## src/rtl/wdog_lockwin_pkg.sv

```systemverilog
package wdog_lockwin_pkg;

   typedef enum logic [1:0] {
      ADDR_CTRL = 2'd0,
      ADDR_MODE = 2'd1,
      ADDR_STAT = 2'd2,
      ADDR_CNT  = 2'd3
   } wdog_addr_e;

   typedef struct packed {
      logic dis;
      logic dbg_halt;
      logic rst_en;
   } mode_flags_t;

   localparam int BIT_RST_EN  = 28;
   localparam int BIT_FREEZE  = 29;
   localparam int BIT_DISABLE = 30;
   localparam int KEY_LSB     = 24;
   localparam int KEY_W       = 8;

endpackage

```

## src/rtl/wdog_lockwin_regs.sv

```systemverilog
module wdog_lockwin_regs
   import wdog_lockwin_pkg::*;
#(
   parameter int               CNT_W = 12,
   parameter logic [KEY_W-1:0] KEY   = 8'hA5
) (
   input  logic             clk,
   input  logic             rst_n,
   input  logic             bus_wr,
   input  logic             bus_rd,
   input  logic [1:0]       bus_addr,
   input  logic [31:0]      bus_wdata,
   input  logic [CNT_W-1:0] cnt,
   input  logic             uf_evt,
   input  logic             win_evt,
   output logic [31:0]      bus_rdata,
   output logic [CNT_W-1:0] reload_q,
   output logic [CNT_W-1:0] window_q,
   output logic [CNT_W-1:0] reload_nxt,
   output mode_flags_t      flags,
   output logic             mode_load,
   output logic             restart_req,
   output logic             fault
);

   localparam logic [CNT_W-1:0] ALL_ONES = {CNT_W{1'b1}};

   logic locked, sts_uf, sts_err, stat_rd;
   logic unused_wdata;

   assign mode_load   = bus_wr && (bus_addr == ADDR_MODE) && !locked;
   assign restart_req = bus_wr && (bus_addr == ADDR_CTRL) && bus_wdata[0]
                        && (bus_wdata[KEY_LSB +: KEY_W] == KEY);
   assign stat_rd     = bus_rd && (bus_addr == ADDR_STAT);
   assign reload_nxt  = mode_load ? bus_wdata[CNT_W-1:0] : reload_q;
   assign fault       = sts_uf | sts_err;
   assign unused_wdata = ^bus_wdata;

   always_ff @(posedge clk or negedge rst_n) begin
      if (!rst_n) begin
         locked   <= 1'b0;
         reload_q <= ALL_ONES;
         window_q <= ALL_ONES;
         flags    <= '{dis: 1'b0, dbg_halt: 1'b0, rst_en: 1'b1};
         sts_uf   <= 1'b0;
         sts_err  <= 1'b0;
      end else begin
         if (mode_load) begin
            locked   <= 1'b1;
            reload_q <= bus_wdata[CNT_W-1:0];
            window_q <= bus_wdata[2*CNT_W-1:CNT_W];
            flags    <= '{dis:      bus_wdata[BIT_DISABLE],
                          dbg_halt: bus_wdata[BIT_FREEZE],
                          rst_en:   bus_wdata[BIT_RST_EN]};
         end
         sts_uf  <= uf_evt  | (sts_uf  & !stat_rd);
         sts_err <= win_evt | (sts_err & !stat_rd);
      end
   end

   always_comb begin
      bus_rdata = '0;
      unique case (bus_addr)
         ADDR_CTRL: bus_rdata = '0;
         ADDR_MODE: begin
            bus_rdata[CNT_W-1:0]       = reload_q;
            bus_rdata[2*CNT_W-1:CNT_W] = window_q;
            bus_rdata[BIT_RST_EN]      = flags.rst_en;
            bus_rdata[BIT_FREEZE]      = flags.dbg_halt;
            bus_rdata[BIT_DISABLE]     = flags.dis;
         end
         ADDR_STAT: bus_rdata[2:0] = {locked, sts_err, sts_uf};
         ADDR_CNT:  bus_rdata[CNT_W-1:0] = cnt;
         default:   bus_rdata = '0;
      endcase
   end

   // once locked, a mode write changes nothing
   p_mode_locked_r3: assert property (@(posedge clk) disable iff (!rst_n)
      (locked && bus_wr && bus_addr == ADDR_MODE) |=> $stable(reload_q) && $stable(window_q) && $stable(flags));
   // underflow event leaves the sticky flag set
   p_uf_sticky_r5: assert property (@(posedge clk) disable iff (!rst_n)
      uf_evt |=> sts_uf);
   // refused restart leaves the error flag set
   p_win_sticky_r9: assert property (@(posedge clk) disable iff (!rst_n)
      win_evt |=> sts_err);
   // a status read with no new event clears the flags
   p_rd_clear_r10: assert property (@(posedge clk) disable iff (!rst_n)
      (stat_rd && !uf_evt && !win_evt) |=> !fault);

endmodule

```

## src/rtl/wdog_lockwin_core.sv

```systemverilog
module wdog_lockwin_core
   import wdog_lockwin_pkg::*;
#(
   parameter int CNT_W = 12,
   parameter int DIV   = 128
) (
   input  logic             clk,
   input  logic             rst_n,
   input  logic             slow_tick,
   input  logic             dbg_in,
   input  logic [CNT_W-1:0] reload_q,
   input  logic [CNT_W-1:0] reload_nxt,
   input  logic [CNT_W-1:0] window_q,
   input  mode_flags_t      flags,
   input  logic             mode_load,
   input  logic             restart_req,
   output logic [CNT_W-1:0] cnt,
   output logic             uf_evt,
   output logic             win_evt
);

   logic run, step, div_tick, open_win, restart_ok, load;

   assign run        = !flags.dis && !(flags.dbg_halt && dbg_in);
   assign step       = slow_tick && run;
   assign open_win   = (&window_q) || (cnt <= window_q);
   assign restart_ok = restart_req && !flags.dis && open_win;
   assign win_evt    = restart_req && !flags.dis && !open_win;
   assign load       = restart_ok || mode_load;
   assign uf_evt     = div_tick && (cnt == '0) && !load;

   generate
      if (DIV == 1) begin : g_nodiv
         assign div_tick = step;
      end else begin : g_div
         localparam int PW = $clog2(DIV);
         localparam logic [PW-1:0] PLAST = PW'(DIV - 1);
         logic [PW-1:0] presc;
         assign div_tick = step && (presc == PLAST);
         always_ff @(posedge clk or negedge rst_n) begin
            if (!rst_n)        presc <= '0;
            else if (load)     presc <= '0;
            else if (div_tick) presc <= '0;
            else if (step)     presc <= presc + 1'b1;
         end
      end
   endgenerate

   always_ff @(posedge clk or negedge rst_n) begin
      if (!rst_n)        cnt <= {CNT_W{1'b1}};
      else if (load)     cnt <= reload_nxt;
      else if (div_tick) cnt <= (cnt == '0) ? reload_q : cnt - 1'b1;
   end

   // disabled counter never moves
   p_dis_frozen_r4: assert property (@(posedge clk) disable iff (!rst_n)
      flags.dis |=> $stable(cnt));
   // frozen in debug with no load
   p_dbg_frozen_r7: assert property (@(posedge clk) disable iff (!rst_n)
      (flags.dbg_halt && dbg_in && !load) |=> $stable(cnt));
   // a restart never coincides with an underflow event
   p_restart_wins_r11: assert property (@(posedge clk) disable iff (!rst_n)
      restart_ok |-> !uf_evt);
   // count only moves on a tick or a load
   p_step_only_r2: assert property (@(posedge clk) disable iff (!rst_n)
      (!slow_tick && !restart_req && !mode_load) |=> $stable(cnt));

endmodule

```

## src/rtl/wdog_lockwin_pulse.sv

```systemverilog
module wdog_lockwin_pulse #(
   parameter int RST_HOLD = 4
) (
   input  logic clk,
   input  logic rst_n,
   input  logic start,
   input  logic slow_tick,
   output logic rst_req
);

   localparam int HW = $clog2(RST_HOLD + 1);
   localparam logic [HW-1:0] HOLD_V = HW'(RST_HOLD);

   logic [HW-1:0] hold;

   always_ff @(posedge clk or negedge rst_n) begin
      if (!rst_n)                        hold <= '0;
      else if (start)                    hold <= HOLD_V;
      else if (slow_tick && hold != '0)  hold <= hold - 1'b1;
   end

   assign rst_req = (hold != '0);

   // the request only drops on a slow-clock pulse
   p_hold_width_r6: assert property (@(posedge clk) disable iff (!rst_n)
      (rst_req && !slow_tick) |=> rst_req);
   // a start always raises the request
   p_start_high_r6: assert property (@(posedge clk) disable iff (!rst_n)
      start |=> rst_req);

endmodule

```

## src/rtl/wdog_lockwin.sv

```systemverilog
module wdog_lockwin
   import wdog_lockwin_pkg::*;
#(
   parameter int               CNT_W    = 12,
   parameter int               DIV      = 128,
   parameter int               RST_HOLD = 4,
   parameter logic [KEY_W-1:0] KEY      = 8'hA5
) (
   input  logic        clk,
   input  logic        rst_n,
   input  logic        bus_wr,
   input  logic        bus_rd,
   input  logic [1:0]  bus_addr,
   input  logic [31:0] bus_wdata,
   output logic [31:0] bus_rdata,
   input  logic        slow_tick,
   input  logic        dbg_in,
   output logic        rst_req,
   output logic        fault
);

   generate
      if (CNT_W < 2 || 2 * CNT_W > BIT_RST_EN) begin : g_bad_w
         $error("CNT_W must lie in 2..14");
      end
      if (DIV < 1) begin : g_bad_div
         $error("DIV must be at least 1");
      end
      if (RST_HOLD < 1) begin : g_bad_hold
         $error("RST_HOLD must be at least 1");
      end
   endgenerate

   logic [CNT_W-1:0] cnt, reload_q, reload_nxt, window_q;
   mode_flags_t      flags;
   logic             mode_load, restart_req, uf_evt, win_evt, start;

   wdog_lockwin_regs #(.CNT_W(CNT_W), .KEY(KEY)) u_regs (
      .clk, .rst_n, .bus_wr, .bus_rd, .bus_addr, .bus_wdata,
      .cnt, .uf_evt, .win_evt, .bus_rdata, .reload_q, .window_q,
      .reload_nxt, .flags, .mode_load, .restart_req, .fault
   );

   wdog_lockwin_core #(.CNT_W(CNT_W), .DIV(DIV)) u_core (
      .clk, .rst_n, .slow_tick, .dbg_in, .reload_q, .reload_nxt,
      .window_q, .flags, .mode_load, .restart_req, .cnt, .uf_evt, .win_evt
   );

   assign start = flags.rst_en && (uf_evt || win_evt);

   wdog_lockwin_pulse #(.RST_HOLD(RST_HOLD)) u_pulse (
      .clk, .rst_n, .start, .slow_tick, .rst_req
   );

   // no reset request starts while reset-enable is clear
   p_no_rst_when_off_r5: assert property (@(posedge clk) disable iff (!rst_n)
      (!flags.rst_en && !rst_req) |=> !rst_req);

endmodule

```

## config.mk

```make
export PLATFORM = sky130hd
export DESIGN_NAME = wdog_lockwin
export DESIGN_NICKNAME = d
export VERILOG_FILES = /design/src/rtl/wdog_lockwin_pkg.sv /design/src/rtl/wdog_lockwin_regs.sv /design/src/rtl/wdog_lockwin_core.sv /design/src/rtl/wdog_lockwin_pulse.sv /design/src/rtl/wdog_lockwin.sv
export SDC_FILE = /design/constraint.sdc
export NUM_CORES = 1
export LEC_CHECK = 0
export ABC_AREA = 1
export BUFFER_PORTS_ARGS = -buffer_cell sky130_fd_sc_hd__buf_2
export CAP_MARGIN = 0
export CORE_MARGIN = 10
export CORE_UTILIZATION = 56
export DETAILED_ROUTE_END_ITERATION = 16
export PLACE_DENSITY = 0.88
export SYNTH_ARGS = -nofsm -noshare
export SYNTH_HDL_FRONTEND = slang
export SYNTH_SLANG_ARGS = --single-unit
```

## constraint.sdc

```tcl
create_clock -name clk -period 2.5 [get_ports clk]
set_input_delay 0.125 -clock clk [delete_from_list [all_inputs] [get_ports clk]]
set_output_delay 0.125 -clock clk [all_outputs]
set_load 0.005 [all_outputs]
```

==> flow_summary.toml <==
[timing]
clock-skew-final_ns = 0.00909
max-slew-margin-rel_pct = 40.4
rsz_0062_raised_after_global_routing = "no"
setup_viol_count_final = 0
drv_slew = 0
worst_slew_pin_slew_ns = 0.894
post-route-min-period_ns = 2.17
min_period_over_period_pct = 86.9
hold_viol = 0
final_total_negative_setup_slack_ns = 0
max_freq_mhz = 460
worst_hold_slack_ns = 0.0471
setup_ws_ns = 0.327

[critical_path]
required_ns = 2.75
worstPathMaxFanout = 15
reg2reg_setup_slack_ns = 0.33
worst_setup_path_end_kind = "register"
critical_path_arrival_ns = 2.42
worst_setup_path_start_kind = "register"
critical_path_class = "reg -> reg"

[floorplan]
die_y_um = 100
row_count = 29
floorplan.die_area_mm2 = 0.0100
start_util_pct = 57.3
die-width_um = 100
pin_count = 74
core_region_area_mm2 = 0.00628

[clocking]
htree_num_levels = 2
clock_path_buffers = 2
clock_sink_count = 52
worstSkewPairLatency_ns = 0.31
numCtsBuffers = 5
cts_resized = 0
clk_transition_reported_paths_ns = 0.10
tritoncts_clock_tree = "done"
post-cts-setup-buffer-count = 0
cts_root_buffer = "clkbuf_8"
hold_buffers = 1

[routing]
drt_pass1_iterations = 6
post_drt_wl_per_cell_um = 15.5
detail_route.wirelength_mm = 9.52
dr_vias_cell = 5.41
drt_drc_violations_left = 0
antenna_left = 0
num_vias = 3326
detail_route.iter0.violations = 221

[logic_synthesis]
yosysWarningCount = 0
synthesis.area_mm2 = 0.00359
ys_seq_elements = 52
ys_seq_area_share_pct = 37.5
postSynthCellCount = 470
post_synth.cell_area_avg_um2 = 7.65
yosysUniqueCellTypes = 40

[power]
power.density_mw_per_mm2 = 445
finalPower_mw = 1.80
leakage_nw = 2.31
vdd_drop_max_v = 0.000278

[global_route]
grt_use_total_pct = 19.1
globalRouteOverflowTotal = 0
first_global_vias = 3286
grt_max_degree = 40
grt_first_pass_wirelength_mm = 15.9
number_of_antenna_violations_at_the_first_check_in_global_routing = 0

[place]
dp_cells = 606
placement.setup.worst_slack_ns = 0.362
globalplace.congestion = 0.888
portBuffers = 68
dp.final_hpwl_mm = 7.51

[finish]
nets = 593
total_area_of_multi_input_combinational_cells_mm2 = 0.00189
final_layout_size_suffix_gt1_share_pct = 29.7
finish.cell_count_without_fillers = 615
fillerInstances = 554
flow.area_growth_from_synthesis_pct = 12.6
area.sequential_mm2 = 0.00135
antenna-diode-count = 0

[min_path]
hold_path.class = "in -> reg"

[flow_run]
cap_viol_max_count = 0

[outcome]
outcome = "complete, no violations"
-- cell usage after synthesis, drive strengths merged --
| cell type | count | area (µm²) |
|---|---|---|
| o22ai | 6 | 37.5 |
| conb | 1 | 3.75 |
| o221ai | 3 | 26.3 |
| inv | 63 | 236 |
| a21o | 1 | 7.51 |
| dfrtp | 15 | 375 |
| a21oi | 27 | 135 |
| o21ai | 19 | 95.1 |
| nor3b | 2 | 15.0 |
| o21a | 1 | 15.0 |
| nor3 | 4 | 36.3 |
| mux2 | 3 | 45.0 |
| xor2 | 8 | 70.1 |
| nand3 | 42 | 268 |
| ha | 16 | 200 |
| a21boi | 1 | 11.3 |
| clkinv | 1 | 3.75 |
| dfstp | 37 | 972 |
| nor2 | 74 | 330 |
| clkbuf | 3 | 11.3 |
| buf | 15 | 120 |
| nand2 | 116 | 497 |
| mux2i | 1 | 10.0 |
| nand3b | 3 | 22.5 |
| nand4 | 8 | 50.1 |
-- worst max-delay path: stages, from the launching register on --
cell	delay (ns)
dfstp_2	0.54
inv_1	0.07
ha_1	0.29
nand2_1	0.08
nor2_2	0.12
nand2_1	0.08
clkinv_1	0.05
nand2_1	0.06
nand3_2	0.09
nand2_4	0.06
nand2_4	0.11
nand2_8	0.12
nor2_8	0.25
nand2_1	0.09
nand3_1	0.08
-- cells by family (layout without fill, tap and decap cells) --
family | after synthesis | after routing | synth area share [%]
AND/OR/NAND/NOR | 249 | 249 | 33.9
buffers and inverters | 82 | 146 | 10.3
AO/OA/AOI/OAI | 58 | 58 | 9.12
flip-flops | 52 | 52 | 37.5
adder cells (fa/ha/maj) | 16 | 16 | 5.57
XOR/XNOR | 8 | 8 | 1.95
multiplexers | 4 | 4 | 1.53
other | 1 | 5 | 0.104
-- metal layers --
layer  wire length [µm]  track usage, %
met2               4590            31.4
met4                187            6.09
met1               3970            23.9
met3                774            4.74
met5                  0               0
-- cell usage in the layout, fill, tap and decap left out, drive strengths merged --
master	n
a21boi	1
a21o	1
a21oi	27
buf	73
clkbuf	6
clkinv	2
clkinvlp	1
conb	5
dfrtp	15
dfstp	37
dlygate4sd3	1
ha	16
inv	63
mux2	3
mux2i	1
nand2	116
nand3	42
nand3b	3
nand4	8
nor2	74
nor3	4
nor3b	2
o21a	1
o21ai	19
o221ai	3
o22ai	6
xor2	8
-- flip-flops by register name (all words and copies together), names as in the netlist --
signal              count
u_core.cnt             12
u_regs.reload_q        12
u_regs.window_q        12
u_core.g_div.presc      7
u_pulse.hold            3
u_regs.flags            3
u_regs.locked           1
u_regs.sts_err          1
u_regs.sts_uf           1
-- path summary, 6_finish.rpt --
| kind | end | from | depth (start not counted) |
|---|---|---|---|
| min reg2reg | u_regs.sts_uf | u_regs.sts_uf | 2 |
| max | u_core.cnt[11] | u_regs.window_q[11] | 14 |
| min | u_regs.window_q[8] | bus_wdata[20] | 3 |
| max reg2reg | u_core.cnt[11] | u_regs.window_q[11] | 14 |
| max in group asynchronous | u_regs.reload_q[4] | rst_n | 3 |
| min in group asynchronous | u_regs.locked | rst_n | 2 |
-- final cells by class --
type                    instances  area share, %
clock inverters                 2          0.309
repair buffers                 74           9.58
well taps                      77           2.38
clock buffers                   6           1.79
flip-flops and latches         52           33.3
inverters                      64           5.94
multi-input cells             340           46.7
-- per-stage QoR --
stage          cell area [µm²]  utilization (%)
5_1_grt                   4050             64.5
2_1_floorplan             3610                -
4_1_cts                   4050             64.5
6_report                  4050             64.5
3_3_place_gp              3950             63.0
3_5_place_dp              3950             63.0
-- where the power goes --
group | internal (mW) | leakage (nW) | switching, mW
clock network | 0.197 | 0.0412 | 0.285
logic | 0.148 | 1.70 | 0.209
registers | 0.908 | 0.576 | 0.0556
total | 1.25 | 2.31 | 0.549
(Power assumes the default switching activity.)
